<file path="src/rtl/wake_irq_pkg.sv">
package wake_irq_pkg;

   localparam int NUM_SRC = 4;

   // Bit position of each wake-up source in the cause word
   typedef enum logic [1:0] {
      SRC_TIMER  = 2'd0,
      SRC_LOWBAT = 2'd1,
      SRC_FIFO   = 2'd2,
      SRC_SERIAL = 2'd3
   } wake_src_e;

endpackage

</file>
<file path="src/rtl/wake_cause_bit.sv">
module wake_cause_bit #(
   parameter bit EDGE_CAPTURE = 1'b1
) (
   input  logic clk,
   input  logic rst_n,
   input  logic evt_i,
   input  logic en_i,
   input  logic clr_i,
   output logic pend_o
);

   logic hit;

   generate
      if (EDGE_CAPTURE) begin : g_edge
         logic evt_q;
         always_ff @(posedge clk or negedge rst_n) begin
            if (!rst_n) evt_q <= 1'b0;
            else        evt_q <= evt_i;
         end
         assign hit = evt_i & ~evt_q;
      end else begin : g_level
         assign hit = evt_i;
      end
   endgenerate

   logic set_q;
   assign set_q = hit & en_i;

   always_ff @(posedge clk or negedge rst_n) begin
      if (!rst_n)     pend_o <= 1'b0;
      else if (set_q) pend_o <= 1'b1;
      else if (clr_i) pend_o <= 1'b0;
   end

   // a disabled source cannot raise its bit
   assert_disabled_quiet_R5: assert property (@(posedge clk) disable iff (!rst_n)
      (!en_i && !pend_o) |=> !pend_o);

   // an accepted event is visible on the next edge
   assert_event_latched_R2: assert property (@(posedge clk) disable iff (!rst_n)
      (en_i && hit) |=> pend_o);

   // a read with the source disabled always clears
   assert_read_clears_R4: assert property (@(posedge clk) disable iff (!rst_n)
      (clr_i && !en_i) |=> !pend_o);

   // a pending bit survives until a read
   assert_bit_sticky_R3: assert property (@(posedge clk) disable iff (!rst_n)
      (pend_o && !clr_i) |=> pend_o);

endmodule

</file>
<file path="src/rtl/wake_clk_tail.sv">
module wake_clk_tail #(
   parameter int TAIL_PULSES = 128
) (
   input  logic clk,
   input  logic rst_n,
   input  logic osc_en_i,
   output logic host_clk_o
);

   localparam int CW = $clog2(TAIL_PULSES + 1);
   localparam logic [CW-1:0] TAIL_LOAD = CW'(TAIL_PULSES);

   logic [CW-1:0] left_q;

   always_ff @(posedge clk or negedge rst_n) begin
      if (!rst_n) begin
         host_clk_o <= 1'b0;
         left_q     <= '0;
      end else if (osc_en_i) begin
         host_clk_o <= ~host_clk_o;
         left_q     <= TAIL_LOAD;
      end else if (left_q != '0) begin
         host_clk_o <= ~host_clk_o;
         if (!host_clk_o) left_q <= left_q - 1'b1;
      end else begin
         host_clk_o <= 1'b0;
      end
   end

   // continuous toggling while enabled
   assert_clk_runs_R8: assert property (@(posedge clk) disable iff (!rst_n)
      osc_en_i |=> (host_clk_o != $past(host_clk_o)));

   // an exhausted tail with the enable low keeps the clock parked
   assert_clk_parked_R11: assert property (@(posedge clk) disable iff (!rst_n)
      (!osc_en_i && left_q == '0 && !host_clk_o) |=> !host_clk_o);

   // the countdown never exceeds its load value
   assert_tail_bound_R9: assert property (@(posedge clk) disable iff (!rst_n)
      left_q <= TAIL_LOAD);

endmodule

</file>
<file path="src/rtl/wake_irq_ctrl.sv">
module wake_irq_ctrl #(
   parameter int N_SRC        = wake_irq_pkg::NUM_SRC,
   parameter int TAIL_PULSES  = 128,
   parameter bit EDGE_CAPTURE = 1'b1
) (
   input  logic             clk,
   input  logic             rst_n,
   input  logic [N_SRC-1:0] evt_i,
   input  logic [N_SRC-1:0] src_en_i,
   input  logic             stat_rd_i,
   input  logic             osc_en_i,
   output logic             irq_n_o,
   output logic [N_SRC-1:0] cause_o,
   output logic             host_clk_o
);

   initial begin
      assert (N_SRC >= 1 && N_SRC <= 32)
         else $error("N_SRC must lie in 1..32");
      assert (TAIL_PULSES >= 1)
         else $error("TAIL_PULSES must be at least 1");
   end

   generate
      for (genvar s = 0; s < N_SRC; s++) begin : g_src
         wake_cause_bit #(
            .EDGE_CAPTURE(EDGE_CAPTURE)
         ) i_bit (
            .clk    (clk),
            .rst_n  (rst_n),
            .evt_i  (evt_i[s]),
            .en_i   (src_en_i[s]),
            .clr_i  (stat_rd_i),
            .pend_o (cause_o[s])
         );
      end
   endgenerate

   logic [N_SRC-1:0] live;
   assign live    = cause_o & src_en_i;
   assign irq_n_o = ~(|live);

   wake_clk_tail #(
      .TAIL_PULSES(TAIL_PULSES)
   ) i_tail (
      .clk        (clk),
      .rst_n      (rst_n),
      .osc_en_i   (osc_en_i),
      .host_clk_o (host_clk_o)
   );

   // an active request always has a latched cause behind it
   assert_irq_has_cause_R6: assert property (@(posedge clk) disable iff (!rst_n)
      !irq_n_o |-> (cause_o != '0));

   // with every source disabled no request is raised
   assert_irq_masked_R6: assert property (@(posedge clk) disable iff (!rst_n)
      (src_en_i == '0) |-> irq_n_o);

endmodule

</file>
<file path="config.mk">
export PLATFORM = sky130hd
export DESIGN_NAME = wake_irq_ctrl
export DESIGN_NICKNAME = d
export VERILOG_FILES = /design/src/rtl/wake_irq_pkg.sv /design/src/rtl/wake_cause_bit.sv /design/src/rtl/wake_clk_tail.sv /design/src/rtl/wake_irq_ctrl.sv
export SDC_FILE = /design/constraint.sdc
export NUM_CORES = 1
export LEC_CHECK = 0
export CAP_MARGIN = 20
export CORE_MARGIN = 4
export CORE_UTILIZATION = 58
export DETAILED_ROUTE_END_ITERATION = 10
export DONT_BUFFER_PORTS = 1
export GPL_TIMING_DRIVEN = 1
export PLACE_DENSITY = 0.81
export SKIP_LAST_GASP = 1
export SLEW_MARGIN = 10
export SYNTH_ARGS = -nofsm -noshare
export SYNTH_HDL_FRONTEND = slang
export SYNTH_SLANG_ARGS = --single-unit
</file>
<file path="constraint.sdc">
create_clock -name clk -period 2.45 [get_ports clk]
set_clock_uncertainty 0.05 [all_clocks]
set_input_delay 0.49 -clock clk [delete_from_list [all_inputs] [get_ports clk]]
set_output_delay 0.49 -clock clk [all_outputs]
set_load 0.03 [all_outputs]
</file>
==> impl_results.html <==
<table>
<tr><th>Metric</th><th>Value</th></tr>
<tr><th colspan="2">Layout</th></tr>
<tr><td>Ant diodes</td><td>0</td></tr>
<tr><td>Synth-to-layout area growth</td><td>5.12%</td></tr>
<tr><td>Fraction of layout cells with a size suffix above 1</td><td>11.7%</td></tr>
<tr><td>Total Nets Final</td><td>91</td></tr>
<tr><td>Post-route insts no fill</td><td>91</td></tr>
<tr><th colspan="2">Logic synthesis</th></tr>
<tr><td>Post-synthesis sequential area ratio</td><td>54.4%</td></tr>
<tr><td>Cells taking the most area after synthesis</td><td>dfrtp_1, inv_1, buf_4</td></tr>
<tr><td>Combined area of all synthesized cells</td><td>782 um^2</td></tr>
<tr><td>Dominant cell by count in the synthesized netlist</td><td>dfrtp_1</td></tr>
<tr><td>Biggest area consumer among synthesized cells</td><td>dfrtp_1</td></tr>
<tr><td>Syn Inst Count</td><td>75</td></tr>
<tr><td>Number of library cell types mapped by synthesis</td><td>27</td></tr>
<tr><td>Most common flop cell mapped by yosys</td><td>dfrtp_1</td></tr>
<tr><td>Ranking of synthesized cells by instance count</td><td>dfrtp_1, inv_1, nand2_1</td></tr>
<tr><td>Flops &amp; latches, synth</td><td>17</td></tr>
<tr><td>Post-synthesis area per instance</td><td>10.4 um^2</td></tr>
<tr><td>Top cell type's share of synthesized area</td><td>54.4%</td></tr>
<tr><td>Async S/R FF share, synth</td><td>100%</td></tr>
<tr><td>Count of flip-flops with a built-in enable after synthesis</td><td>0</td></tr>
<tr><td>Mapped Nets</td><td>88</td></tr>
<tr><td>Yosys warning total</td><td>0</td></tr>
<tr><th colspan="2">Timing</th></tr>
<tr><td>Clock period minus final worst setup slack</td><td>2.05 ns</td></tr>
<tr><td>Final number of hold-violating endpoints</td><td>0</td></tr>
<tr><td>Slew @ Worst Pin</td><td>0.741 ns</td></tr>
<tr><td>Final-layout worst hold slack</td><td>0.161 ns</td></tr>
<tr><td>Max_slew headroom</td><td>50.4%</td></tr>
<tr><td>Final setup vio count</td><td>0</td></tr>
<tr><td>RSZ-0062 raised after global routing</td><td>false</td></tr>
<tr><td>Final Max Tran Viols</td><td>0</td></tr>
<tr><td>Post-Route Setup TNS</td><td>0 ns</td></tr>
<tr><td>Final worst path period share</td><td>83.6%</td></tr>
<tr><td>Maximum frequency from static timing analysis</td><td>488 MHz</td></tr>
<tr><th colspan="2">Detailed routing</th></tr>
<tr><td>Number of DRC markers in iteration 0</td><td>14</td></tr>
<tr><td>Via count</td><td>571</td></tr>
<tr><td>Number of routed nets with antenna violations</td><td>0</td></tr>
<tr><td>Routed wire length per instance</td><td>16.8 um</td></tr>
<tr><td>Remaining routing DRC violations</td><td>0</td></tr>
<tr><td>Routed wire length</td><td>1530 um</td></tr>
<tr><td>Number of detailed-route iterations in the first pass</td><td>3</td></tr>
<tr><td>Vias/cell</td><td>6.27</td></tr>
<tr><th colspan="2">Place</th></tr>
<tr><td>IO Port Bufs</td><td>0</td></tr>
<tr><td>Detailed placer's ending HPWL</td><td>1150 um</td></tr>
<tr><td>Number of instances in the placed design</td><td>86</td></tr>
<tr><td>GPL Wtd Cong</td><td>0.816</td></tr>
<tr><th colspan="2">GRT</th></tr>
<tr><td>Via count of the first global-routing pass</td><td>596</td></tr>
<tr><td>Global-route usage over all layers</td><td>19.1%</td></tr>
<tr><td>Initial antenna violation count</td><td>0</td></tr>
<tr><td>Wire length of the first global-routing pass</td><td>2700 um</td></tr>
<tr><td>Largest net degree at the start of global routing</td><td>18</td></tr>
<tr><td>Total gr overflow</td><td>0</td></tr>
<tr><th colspan="2">Min path</th></tr>
<tr><td>Tightest Hold Check Type</td><td>input port to flop</td></tr>
<tr><td>Launch instance of the worst min-delay path</td><td>evt_i[0]</td></tr>
<tr><th colspan="2">CTS</th></tr>
<tr><td>TritonCTS clock tree</td><td>built</td></tr>
<tr><td>Insertion delay to the later sink of the worst-skew pair</td><td>0.29 ns</td></tr>
<tr><td>Number of buffers created by CTS</td><td>3</td></tr>
<tr><td>Clock root buffer</td><td>clkbuf_4</td></tr>
<tr><td>CTS clock-pin slew for the worst setup and hold paths</td><td>0.10 ns</td></tr>
<tr><td>Clock H-tree levels</td><td>1</td></tr>
<tr><td>Sinks on Clock Net</td><td>17</td></tr>
<tr><td>Clock buffer depth</td><td>2</td></tr>
<tr><td>Post-CTS Setup Inserts</td><td>0</td></tr>
<tr><th colspan="2">Worst setup path</th></tr>
<tr><td>CP endpoint kind</td><td>primary output</td></tr>
<tr><td>Source of the critical timing path</td><td>g_src[0].i_bit.pend_o</td></tr>
<tr><td>Arrival time reported for the critical path endpoint</td><td>1.51 ns</td></tr>
<tr><td>Launching element type of the critical path</td><td>flop</td></tr>
<tr><td>Startpoint of the most critical register-to-register path</td><td>i_tail.host_clk_o</td></tr>
<tr><td>Worst Path Required</td><td>1.91 ns</td></tr>
<tr><td>Largest fanout on the critical path</td><td>3</td></tr>
<tr><td>Category of the critical setup timing path</td><td>flop to primary output</td></tr>
<tr><th colspan="2">Die</th></tr>
<tr><td>Die outline height</td><td>44.7 um</td></tr>
<tr><td>Core ar.</td><td>0.00119 mm^2</td></tr>
<tr><td>Site row count</td><td>12</td></tr>
<tr><td>Die Width</td><td>44.7 um</td></tr>
<tr><td>Starting density of the core</td><td>65.9%</td></tr>
<tr><td>Count of pins on the block boundary</td><td>18</td></tr>
<tr><td>Die Footprint</td><td>0.00200 mm^2</td></tr>
<tr><th colspan="2">Power</th></tr>
<tr><td>Power density over cell area</td><td>1220 mW/mm^2</td></tr>
<tr><td>Worst ir drop on vdd</td><td>633 uV</td></tr>
<tr><td>Final total power</td><td>1.00 mW</td></tr>
<tr><td>Total leakage power</td><td>0.385 nW</td></tr>
<tr><th colspan="2">Run status</th></tr>
<tr><td>Outcome</td><td>finished, final reports clean</td></tr>
<tr><th colspan="2">Run</th></tr>
<tr><td>Max Cap Violations</td><td>0</td></tr>
</table>
==> metrics by stage <==
step	setup slack, ns	utilization [%]	area [um^2]
finish	0.402	69.3	822
global route	0.318	69.3	822
CTS	0.395	69.3	822
detailed placement	0.713	66.1	785
global placement	0.748	66.1	785
floorplan	0.463	-	782
==> cell usage in the layout, fill, tap and decap left out <==
cell | netlist | routed
dfrtp_1 | 17 | 17
inv_1 | 9 | 9
nand2_1 | 6 | 6
a21oi_1 | 5 | 5
o22ai_1 | 4 | 4
or4_1 | 3 | 3
a211o_1 | 3 | 3
nor2_1 | 3 | 3
clkbuf_4 | 0 | 3
buf_4 | 4 | 3
o31ai_1 | 2 | 2
o21ai_0 | 2 | 2
a22o_1 | 1 | 1
a221oi_1 | 1 | 1
nor4_1 | 1 | 1
nor3b_1 | 1 | 1
a31oi_1 | 1 | 1
or3_1 | 1 | 1
or4b_1 | 1 | 1
a2111o_1 | 1 | 1
a21o_1 | 1 | 1
a2111oi_0 | 1 | 1
a31o_2 | 1 | 1
nand3_1 | 1 | 1
mux2_2 | 1 | 1
nand4b_1 | 1 | 1
ha_1 | 1 | 1
clkinv_2 | 0 | 1
dlygate4sd3_1 | 0 | 1
==> critical path: stages (launching register included) <==
cell and delay, ns:
dfrtp_1 0.51, a22o_1 0.28, a221oi_1 0.21, buf_4 0.21
==> per-layer routing <==
layer	wire, um	GRT usage (%)	up-vias
li1	-	-	273
met5	0	0	-
met4	39	10.8	0
met2	742	29.2	13
met1	662	23.1	280
met3	88	6.77	5
==> state kept, by name, indices dropped and copies added (netlist names) <==
name / cells
i_tail.host_clk_o: 1
i_tail.left_q: 8
g_src.i_bit.g_edge.evt_q: 4
g_src.i_bit.pend_o: 4
==> report_power, final <==
part           switching [mW]  total, mW  internal [mW]
clock                  0.0891      0.150         0.0609
sequential              0.101      0.448          0.347
combinational           0.202      0.405          0.204
==> final timing paths <==
kind,to,slack [ns],depth (start not counted)
max,irq_n_o,0.40,3
min,g_src[0].i_bit.g_edge.evt_q,0.16,0
max reg2reg,i_tail.left_q[7],0.69,3
min reg2reg,g_src[0].i_bit.pend_o,0.38,1
max in group asynchronous,i_tail.left_q[3],1.25,1
min in group asynchronous,i_tail.left_q[6],0.64,1
==> final cells by class <==
class | instances | area (um^2)
clock buffer | 3 | 22.5
tap | 14 | 17.5
inverter | 9 | 33.8
sequential | 17 | 425
clock inverter | 1 | 5.00
fill | 92 | 364
timing repair buffer | 4 | 32.5
multi-input combinational | 43 | 285
==> logic make-up after synthesis <==
kind of cell,Yosys count,share of synthesized area [%]
AOI/OAI and AO/OA,23,20.6
and+or+nand+nor,18,12.8
DFF,17,54.4
buffers and inverters,15,9.12
muxes,1,1.44
adders and majority gates,1,1.60
==> timing repair <==
item / in CTS / in global routing
resized for setup: 0 / 0
hold buffers: 1 / 0
hold endpoints to repair: 17 / 0
Power figures use the tool's default switching activity.
